**src/rtl/jtag_tap_pkg.sv**
```systemverilog
package jtag_tap_pkg;

  localparam int IR_W = 10;

  typedef enum logic [3:0] {
    ST_RESET, ST_IDLE,
    ST_SEL_DR, ST_CAP_DR, ST_SH_DR, ST_EX1_DR, ST_PAU_DR, ST_EX2_DR, ST_UPD_DR,
    ST_SEL_IR, ST_CAP_IR, ST_SH_IR, ST_EX1_IR, ST_PAU_IR, ST_EX2_IR, ST_UPD_IR
  } tap_state_e;

  typedef enum logic [1:0] {SEL_BYP, SEL_ID, SEL_USER, SEL_BSR} dr_sel_e;

  typedef struct packed {
    dr_sel_e sel;
    logic    tristate;
    logic    drive_bsr;
    logic    pulse;
    logic    cfg_io;
  } instr_dec_t;

  localparam logic [IR_W-1:0] OP_EXTEST  = 10'h000;
  localparam logic [IR_W-1:0] OP_PULSE   = 10'h001;
  localparam logic [IR_W-1:0] OP_SAMPLE  = 10'h005;
  localparam logic [IR_W-1:0] OP_IDENT   = 10'h006;
  localparam logic [IR_W-1:0] OP_USER    = 10'h007;
  localparam logic [IR_W-1:0] OP_HOLDPIN = 10'h00A;
  localparam logic [IR_W-1:0] OP_FLOAT   = 10'h00B;
  localparam logic [IR_W-1:0] OP_IOSETUP = 10'h00D;
  localparam logic [IR_W-1:0] OP_BYPASS  = 10'h3FF;
  localparam logic [IR_W-1:0] IR_CAPTURE = 10'b0000000001;

  function automatic instr_dec_t decode_op(input logic [IR_W-1:0] op, input logic has_id);
    instr_dec_t d;
    d.sel       = SEL_BYP;
    d.tristate  = 1'b0;
    d.drive_bsr = 1'b0;
    d.pulse     = 1'b0;
    d.cfg_io    = 1'b0;
    case (op)
      OP_EXTEST:  begin d.sel = SEL_BSR; d.drive_bsr = 1'b1; end
      OP_SAMPLE:  d.sel = SEL_BSR;
      OP_IDENT:   d.sel = has_id ? SEL_ID : SEL_BYP;
      OP_USER:    d.sel = SEL_USER;
      OP_HOLDPIN: d.drive_bsr = 1'b1;
      OP_FLOAT:   d.tristate = 1'b1;
      OP_PULSE:   d.pulse = 1'b1;
      OP_IOSETUP: d.cfg_io = 1'b1;
      default:    d.sel = SEL_BYP;
    endcase
    return d;
  endfunction

endpackage

```
**src/rtl/jtag_tap_fsm.sv**
```systemverilog
module jtag_tap_fsm
  import jtag_tap_pkg::*;
(
  input  logic       tck,
  input  logic       trst_n,
  input  logic       tms,
  output tap_state_e state
);

  tap_state_e nxt;

  always_comb begin
    nxt = state;
    case (state)
      ST_RESET:  nxt = tms ? ST_RESET  : ST_IDLE;
      ST_IDLE:   nxt = tms ? ST_SEL_DR : ST_IDLE;
      ST_SEL_DR: nxt = tms ? ST_SEL_IR : ST_CAP_DR;
      ST_CAP_DR: nxt = tms ? ST_EX1_DR : ST_SH_DR;
      ST_SH_DR:  nxt = tms ? ST_EX1_DR : ST_SH_DR;
      ST_EX1_DR: nxt = tms ? ST_UPD_DR : ST_PAU_DR;
      ST_PAU_DR: nxt = tms ? ST_EX2_DR : ST_PAU_DR;
      ST_EX2_DR: nxt = tms ? ST_UPD_DR : ST_SH_DR;
      ST_UPD_DR: nxt = tms ? ST_SEL_DR : ST_IDLE;
      ST_SEL_IR: nxt = tms ? ST_RESET  : ST_CAP_IR;
      ST_CAP_IR: nxt = tms ? ST_EX1_IR : ST_SH_IR;
      ST_SH_IR:  nxt = tms ? ST_EX1_IR : ST_SH_IR;
      ST_EX1_IR: nxt = tms ? ST_UPD_IR : ST_PAU_IR;
      ST_PAU_IR: nxt = tms ? ST_EX2_IR : ST_PAU_IR;
      ST_EX2_IR: nxt = tms ? ST_UPD_IR : ST_SH_IR;
      ST_UPD_IR: nxt = tms ? ST_SEL_DR : ST_IDLE;
      default:   nxt = ST_RESET;
    endcase
  end

  always_ff @(posedge tck or negedge trst_n) begin
    if (!trst_n) state <= ST_RESET;
    else         state <= nxt;
  end

endmodule

```
**src/rtl/jtag_tap_ir.sv**
```systemverilog
module jtag_tap_ir
  import jtag_tap_pkg::*;
#(
  parameter bit HAS_ID = 1'b1
) (
  input  logic            tck,
  input  logic            trst_n,
  input  tap_state_e      state,
  input  logic            tdi,
  output logic            ir_lsb,
  output logic [IR_W-1:0] ir_code,
  output instr_dec_t      dec_act,
  output instr_dec_t      dec_pend
);

  localparam logic [IR_W-1:0] RST_OP = HAS_ID ? OP_IDENT : OP_BYPASS;

  logic [IR_W-1:0] ir_sh;

  always_ff @(posedge tck or negedge trst_n) begin
    if (!trst_n) begin
      ir_sh   <= '0;
      ir_code <= RST_OP;
    end else begin
      case (state)
        ST_RESET:  ir_code <= RST_OP;
        ST_CAP_IR: ir_sh   <= IR_CAPTURE;
        ST_SH_IR:  ir_sh   <= {tdi, ir_sh[IR_W-1:1]};
        ST_UPD_IR: ir_code <= ir_sh;
        default:   ;
      endcase
    end
  end

  assign ir_lsb   = ir_sh[0];
  assign dec_act  = decode_op(ir_code, HAS_ID);
  assign dec_pend = decode_op(ir_sh, HAS_ID);

endmodule

```
**src/rtl/jtag_tap_dr.sv**
```systemverilog
module jtag_tap_dr
  import jtag_tap_pkg::*;
#(
  parameter int          BSR_LEN    = 8,
  parameter int          WORD_W     = 32,
  parameter bit          HAS_ID     = 1'b1,
  parameter logic [31:0] ID_VALUE   = 32'h0A3C_50DD,
  parameter logic [31:0] USER_VALUE = 32'hC0DE_2468
) (
  input  logic               tck,
  input  logic               trst_n,
  input  tap_state_e         state,
  input  dr_sel_e            sel,
  input  logic               tdi,
  input  logic [BSR_LEN-1:0] pin_in,
  output logic [BSR_LEN-1:0] pin_out,
  output logic               dr_lsb
);

  logic               byp;
  logic [WORD_W-1:0]  id_sh;
  logic [WORD_W-1:0]  user_sh;
  logic [BSR_LEN-1:0] bsr_sh;

  generate
    if (HAS_ID) begin : g_id
      always_ff @(posedge tck or negedge trst_n) begin
        if (!trst_n) id_sh <= '0;
        else if (sel == SEL_ID) begin
          if (state == ST_CAP_DR)     id_sh <= ID_VALUE[WORD_W-1:0];
          else if (state == ST_SH_DR) id_sh <= {tdi, id_sh[WORD_W-1:1]};
        end
      end
    end else begin : g_no_id
      assign id_sh = '0;
    end
  endgenerate

  always_ff @(posedge tck or negedge trst_n) begin
    if (!trst_n) begin
      byp     <= 1'b0;
      user_sh <= '0;
      bsr_sh  <= '0;
      pin_out <= '0;
    end else begin
      case (state)
        ST_CAP_DR: begin
          case (sel)
            SEL_BYP:  byp     <= 1'b0;
            SEL_USER: user_sh <= USER_VALUE[WORD_W-1:0];
            SEL_BSR:  bsr_sh  <= pin_in;
            default:  ;
          endcase
        end
        ST_SH_DR: begin
          case (sel)
            SEL_BYP:  byp     <= tdi;
            SEL_USER: user_sh <= {tdi, user_sh[WORD_W-1:1]};
            SEL_BSR:  bsr_sh  <= {tdi, bsr_sh[BSR_LEN-1:1]};
            default:  ;
          endcase
        end
        ST_UPD_DR: if (sel == SEL_BSR) pin_out <= bsr_sh;
        default: ;
      endcase
    end
  end

  always_comb begin
    case (sel)
      SEL_ID:   dr_lsb = id_sh[0];
      SEL_USER: dr_lsb = user_sh[0];
      SEL_BSR:  dr_lsb = bsr_sh[0];
      default:  dr_lsb = byp;
    endcase
  end

endmodule

```
**src/rtl/jtag_tap_ctrl.sv**
```systemverilog
module jtag_tap_ctrl
  import jtag_tap_pkg::*;
#(
  parameter int          BSR_LEN    = 8,
  parameter bit          HAS_ID     = 1'b1,
  parameter logic [31:0] ID_VALUE   = 32'h0A3C_50DD,
  parameter logic [31:0] USER_VALUE = 32'hC0DE_2468
) (
  input  logic               tck,
  input  logic               trst_n,
  input  logic               tms,
  input  logic               tdi,
  output logic               tdo,
  output logic               tdo_oe,
  input  logic [BSR_LEN-1:0] pin_in,
  output logic [BSR_LEN-1:0] pin_out,
  output logic               pins_drive_bsr,
  output logic               pins_tristate,
  output logic               reconfig_req,
  input  logic               cfg_busy,
  input  logic               cfg_done,
  output logic               cfg_status_hold,
  output logic               cfg_abort
);

  tap_state_e      tap_state;
  logic            ir_lsb;
  logic            dr_lsb;
  logic [IR_W-1:0] ir_code;
  instr_dec_t      dec_act;
  instr_dec_t      dec_pend;
  logic            commit;
  logic            shifting;

  jtag_tap_fsm u_fsm (
    .tck    (tck),
    .trst_n (trst_n),
    .tms    (tms),
    .state  (tap_state)
  );

  jtag_tap_ir #(.HAS_ID(HAS_ID)) u_ir (
    .tck      (tck),
    .trst_n   (trst_n),
    .state    (tap_state),
    .tdi      (tdi),
    .ir_lsb   (ir_lsb),
    .ir_code  (ir_code),
    .dec_act  (dec_act),
    .dec_pend (dec_pend)
  );

  jtag_tap_dr #(
    .BSR_LEN    (BSR_LEN),
    .HAS_ID     (HAS_ID),
    .ID_VALUE   (ID_VALUE),
    .USER_VALUE (USER_VALUE)
  ) u_dr (
    .tck     (tck),
    .trst_n  (trst_n),
    .state   (tap_state),
    .sel     (dec_act.sel),
    .tdi     (tdi),
    .pin_in  (pin_in),
    .pin_out (pin_out),
    .dr_lsb  (dr_lsb)
  );

  assign commit   = (tap_state == ST_UPD_IR);
  assign shifting = (tap_state == ST_SH_IR) || (tap_state == ST_SH_DR);

  assign pins_tristate  = dec_act.tristate;
  assign pins_drive_bsr = dec_act.drive_bsr;

  always_ff @(posedge tck or negedge trst_n) begin
    if (!trst_n) begin
      reconfig_req    <= 1'b0;
      cfg_status_hold <= 1'b0;
      cfg_abort       <= 1'b0;
    end else begin
      reconfig_req <= commit && dec_pend.pulse;
      if (commit && dec_pend.cfg_io) begin
        cfg_status_hold <= 1'b1;
        if (cfg_busy) cfg_abort <= 1'b1;
      end else if (cfg_done) begin
        cfg_status_hold <= 1'b0;
        cfg_abort       <= 1'b0;
      end
    end
  end

  always_ff @(negedge tck or negedge trst_n) begin
    if (!trst_n) begin
      tdo    <= 1'b0;
      tdo_oe <= 1'b0;
    end else begin
      tdo_oe <= shifting;
      if (!shifting)                  tdo <= 1'b0;
      else if (tap_state == ST_SH_IR) tdo <= ir_lsb;
      else                            tdo <= dr_lsb;
    end
  end

endmodule

```
**config.mk**
```make
export PLATFORM = sky130hd
export DESIGN_NAME = jtag_tap_ctrl
export DESIGN_NICKNAME = d
export VERILOG_FILES = /design/src/rtl/jtag_tap_pkg.sv /design/src/rtl/jtag_tap_fsm.sv /design/src/rtl/jtag_tap_ir.sv /design/src/rtl/jtag_tap_dr.sv /design/src/rtl/jtag_tap_ctrl.sv
export SDC_FILE = /design/constraint.sdc
export NUM_CORES = 1
export LEC_CHECK = 0
export BUFFER_PORTS_ARGS = -buffer_cell sky130_fd_sc_hd__buf_2
export CORE_MARGIN = 3
export CORE_UTILIZATION = 60
export DETAILED_ROUTE_END_ITERATION = 6
export GPL_TIMING_DRIVEN = 1
export PLACE_DENSITY = 0.9
export SLEW_MARGIN = 10
export SYNTH_ARGS = -nofsm -noshare
export SYNTH_HDL_FRONTEND = slang
export SYNTH_SLANG_ARGS = --single-unit
```
**constraint.sdc**
```tcl
create_clock -name tck -period 3.1 [get_ports tck]
set_input_delay 0.155 -clock tck [delete_from_list [all_inputs] [get_ports tck]]
set_output_delay 0.155 -clock tck [all_outputs]
set_load 0.05 [all_outputs]
```
After elaboration in Yosys (flattened, before gate mapping)
Cells that the tools add are included.
{"block": "op_classes", "order_cmp": 0, "mux": 38, "addsub": 0, "n_reduce_logical": 21, "mul": 0, "shift": 0, "bitwise_logic": 0, "div_mod_pow": 0, "eq_ne": 32}
{"op": "$mux W32", "count": 4}
{"op": "$pmux W32 S2", "count": 1}
{"op": "$pmux W4 S12", "count": 1}
{"op": "$pmux W10 S2", "count": 2}
{"op": "$eq A4 B4 Y1 const B", "count": 8}
{"op": "$eq A10 B3 Y1 const B", "count": 3}
{"op": "$eq A10 B4 Y1 const B", "count": 3}
{"op": "$eq A4 B3 Y1 const B", "count": 4}
{"op": "$mux W4", "count": 4}
{"op": "$mux W8", "count": 2}
{"op": "$pmux W8 S2", "count": 1}
{"op": "$mux W1", "count": 15}
{"op": "$eq A10 B1 Y1 const B", "count": 1}
{"op": "$logic_not A10 Y1", "count": 1}
{"op": "$reduce_and A3 Y1", "count": 3}
{"op": "$eq A4 B2 Y1 const B", "count": 2}
{"op": "$ne A2 B2 Y1 const B", "count": 4}
{"op": "$reduce_bool A2 Y1", "count": 4}
{"op": "$reduce_or A2 Y1", "count": 4}
{"op": "$mux W2", "count": 3}
{"op": "$mux W3", "count": 2}
{"op": "$ne A2 B1 Y1 const B", "count": 3}
{"op": "$pmux W2 S3", "count": 1}
{"op": "$reduce_and A2 Y1", "count": 3}
{"op": "10 further kinds", "count": 12}
{"block": "word_totals", "latch_bits": 0, "ff_bits": 110, "mem_count": 0, "in_bits": 14, "mem_bits_ro": 0, "mem_bits_rw": 0, "output_inout_bits": 15}

Longest topological paths before layout
{"block": "depth", "depth_word": 7, "mapped_depth": 7}

By module
Synthesis repeated with hierarchy kept, for this count alone.
{"block": "unflattened", "hier_cells": 409, "area_unflattened_um2": 4857.2}
{"module": "jtag_tap_dr", "seq_area_each_um2": 2026.9, "instances": 1, "area_each_um2": 3255.6, "cells_each": 236}
{"module": "jtag_tap_ir", "seq_area_each_um2": 503.0, "instances": 1, "area_each_um2": 1086.0, "cells_each": 118}
{"module": "jtag_tap_fsm", "seq_area_each_um2": 100.1, "instances": 1, "area_each_um2": 314.1, "cells_each": 37}
{"module": "jtag_tap_ctrl", "seq_area_each_um2": 125.1, "instances": 1, "area_each_um2": 201.4, "cells_each": 18}

==> run_results.csv <==
group,metric,value,unit
global_route,grt_pass1_wl,15000,µm
yosys,ys_warn_count,0,
power,power.share.combinational,0.366,
min_path,holdPathEnd,"u_ir.ir_sh[9]",
place,dp.cells,557,
floorplan,core,7810,µm²
yosys,syn_nets,452,
clocking,clk_path_buf_depth,2,
detailed_routing,drt_iter0_drc,216,
global_route,grt_max_degree,83,
detailed_routing,via_count,3214,
clocking,clk_pin_slew_worst_paths,0.10,ns
place,dp_hpwl,5680,µm
power,p_int,3.09,mW
global_route,grt_use_total,0.211,
clocking,cts_tree,"done",
layout,syn_to_final_growth,10.8,%
place,pre_cts_ws,0.0933,ns
sta,hold_viol_final,0,
yosys,synth_edf_count,0,
detailed_routing,ant_nets,0,
sta,worst_slack,0.0755,ns
power,p_per_area,892,nW/µm²
worst_setup_path,startpoint,"u_ir.ir_code[1]",
global_route,antenna_found_initial,0,
yosys,synth_seq_cells,110,
yosys,syn_area,4870,µm²
yosys,synth_cell_types,49,
min_path,whs_path_depth,2,
sta,setup_tns,0,ns
sta,slew_headroom,0.334,
layout,drive_above_1_share,0.233,
worst_setup_path,reg2regPathDepth,4,
power,ir_worst_vdd,0.527,mV
layout,fin_nets,482,
detailed_routing,drtPass1Iterations,4,
worst_setup_path,reg2reg_to,"tdo",
clocking,insertion_delay,0.37,ns
power,seqPwrFrac,0.445,
sta,clock_skew,0.0272,ns
sta,tightest_slew,1.00,ns
sta,finalSetupViolCount,0,
floorplan,initial_core_util,0.624,
worst_setup_path,cp.required,1.74,ns
min_path,min-delay-start,"tdi",
sta,hold_slack,0.0744,ns
detailed_routing,routed_wl,8800,µm
clocking,cts_root_buffer,"clkbuf_8",
place,numPortBuffers,28,
worst_setup_path,r2r_setup_slack,0.08,ns
floorplan,die_area,9240,µm²
power,leakage,2.82,nW
place,globalplace.congestion,0.812,
worst_setup_path,critical_path_class,"reg2reg",
worst_setup_path,cp_max_fo,6,
place,dpl-instance-area,5160,µm²
global_route,grt_overflow,0,
worst_setup_path,arrival,1.67,ns
yosys,avgSynthCellArea,11.1,µm²
status,status,"finished clean",
sta,slew_viol_final,0,
yosys,synthArstFlopShare,1.00,
yosys,ys_seq_area_frac,0.565,
detailed_routing,drc,0,
clocking,cts_sinks,110,
global_route,grt_pass1_vias,3232,
detailed_routing,via_per_inst,5.59,
layout,num_antenna_cells,0,
floorplan,row_count,32,
worst_setup_path,start_kind,"flip-flop",
clocking,cts_buffers,9,
min_path,min_path_type,"in2reg",
floorplan,die_h,96.1,µm
yosys,syn_inst,438,
worst_setup_path,r2r_start,"u_ir.ir_code[1]",
flow_run,drv_cap,0,
floorplan,pin_count,29,
detailed_routing,wire_per_inst,15.3,µm
power,p_sw,1.72,mW
clocking,cts.htree.levels,3,
power,pwr-share-clk,0.189,
yosys,synthFlopType,"dfrtp_1",
layout,fin_area,5400,µm²
sta,grt_setup_unrepaired,"false",
layout,fin_cells,575,
floorplan,die_w,96.1,µm
power,swShare,0.358,
worst_setup_path,cp-end-kind,"flip-flop",
## kinds of logic after synthesis
logic type,Yosys count,synth area share
AND/OR/NAND/NOR,123,0.125
flip-flops,110,0.565
buffers and inverters,64,0.0544
multiplexers,55,0.135
XOR/XNOR,3,0.00539
AO/OA/AOI/OAI,83,0.115
## cells in the final DEF (no fill, tap or decap), types with 5 or more instances in the layout
master and count:
dfrtp_1 106, nor2_1 51, inv_1 37, nand2_1 27, buf_2 27, mux2_2 25, a21oi_1 19, o21ai_0 18
a22o_1 17, buf_4 17, mux2_4 16, mux2i_1 14, a21o_1 12, nor2b_1 11, clkbuf_8 11, o21a_1 8
nor4_1 5
## sequential cells by signal (all words and copies together), names as in the netlist
register	cells
u_ir.ir_sh	10
tdo_oe	1
u_dr.user_sh	32
u_dr.bsr_sh	8
cfg_abort	1
reconfig_req	1
u_ir.ir_code	10
u_dr.pin_out	8
u_fsm.state	4
u_dr.byp	1
u_dr.id_sh	32
cfg_status_hold	1
tdo	1
## worst max path at each step
stage / end / slack (ns) / cells after the start
after floorplan: tdo / 0.02 / 5
after global placement: tdo / 0.15 / 4
after detailed placement: tdo / 0.09 / 4
after CTS: tdo / 0.06 / 4
after global routing: tdo / 0.005 / 4
final: tdo / 0.08 / 4
## per-layer routing
| layer | up-vias | wire, µm | track usage |
|---|---|---|---|
| met5 | - | 0 | 0 |
| met4 | 0 | 168 | 0.0758 |
| met3 | 14 | 312 | 0.0446 |
| met2 | 75 | 4420 | 0.337 |
| met1 | 1581 | 3900 | 0.285 |
| li1 | 1544 | - | - |
## synthesized netlist by cell type, types with 2 or more instances
master,n,share of area
mux2i_1,14,0.029
inv_1,37,0.028
and3_1,2,0.0026
a22o_1,17,0.031
clkbuf_1,18,0.014
nor2_1,51,0.039
nor4b_1,2,0.0036
nand3b_1,2,0.0031
a21o_1,12,0.018
xnor2_1,2,0.0036
nor2b_1,11,0.014
mux2_4,15,0.046
a21oi_1,19,0.020
nand2_1,27,0.021
nand4_1,3,0.0039
buf_2,5,0.0051
mux2_2,26,0.060
buf_6,2,0.0046
nor4_1,5,0.0064
dfrtn_1,2,0.010
or4_1,2,0.0031
nand3_1,4,0.0041
o21a_1,8,0.012
nor3_1,4,0.0041
dfrtp_1,106,0.54
dfstp_2,2,0.011
o21ai_0,18,0.018
## worst max-delay path, cell delays in order (launching register included)
cell and delay (ns):
dfstp_2 0.61, mux2_4 0.31, nand2_1 0.07, a211oi_1 0.07, a211o_1 0.24
## metrics by stage
step	util	power, mW
6_report	0.691	4.81
5_1_grt	0.691	5.11
4_1_cts	0.691	4.83
3_5_place_dp	0.661	3.91
3_3_place_gp	0.661	3.81
2_1_floorplan	-	3.52
## final cells by class
| cell class | instances | area [µm²] |
|---|---|---|
| well taps | 102 | 128 |
| flip-flops and latches | 110 | 2760 |
| fillers | 558 | 2410 |
| multi-input cells | 264 | 1880 |
| inverters | 37 | 139 |
| clock buffers | 11 | 151 |
| repair buffers | 46 | 283 |
| clock inverters | 5 | 63.8 |
## power groups by stage
stage | Sequential, mW | Clock, mW | Combinational (mW)
after global routing | 2.19 | 0.981 | 1.94
final | 2.14 | 0.912 | 1.76
after CTS | 2.14 | 0.926 | 1.77
after detailed placement | 2.16 | 0 | 1.75
after floorplan | 2.22 | 0 | 1.30
after global placement | 2.14 | 0 | 1.67
## timing repair
action | 4_1_cts | 5_1_grt
buffers inserted | 0 | 0
setup endpoints to repair | 0 | 1
endpoints found under the hold margin | 28 | 0
hold buffers | 2 | 0
gates resized for setup | 0 | 1
Power figures use the tool's default switching activity.
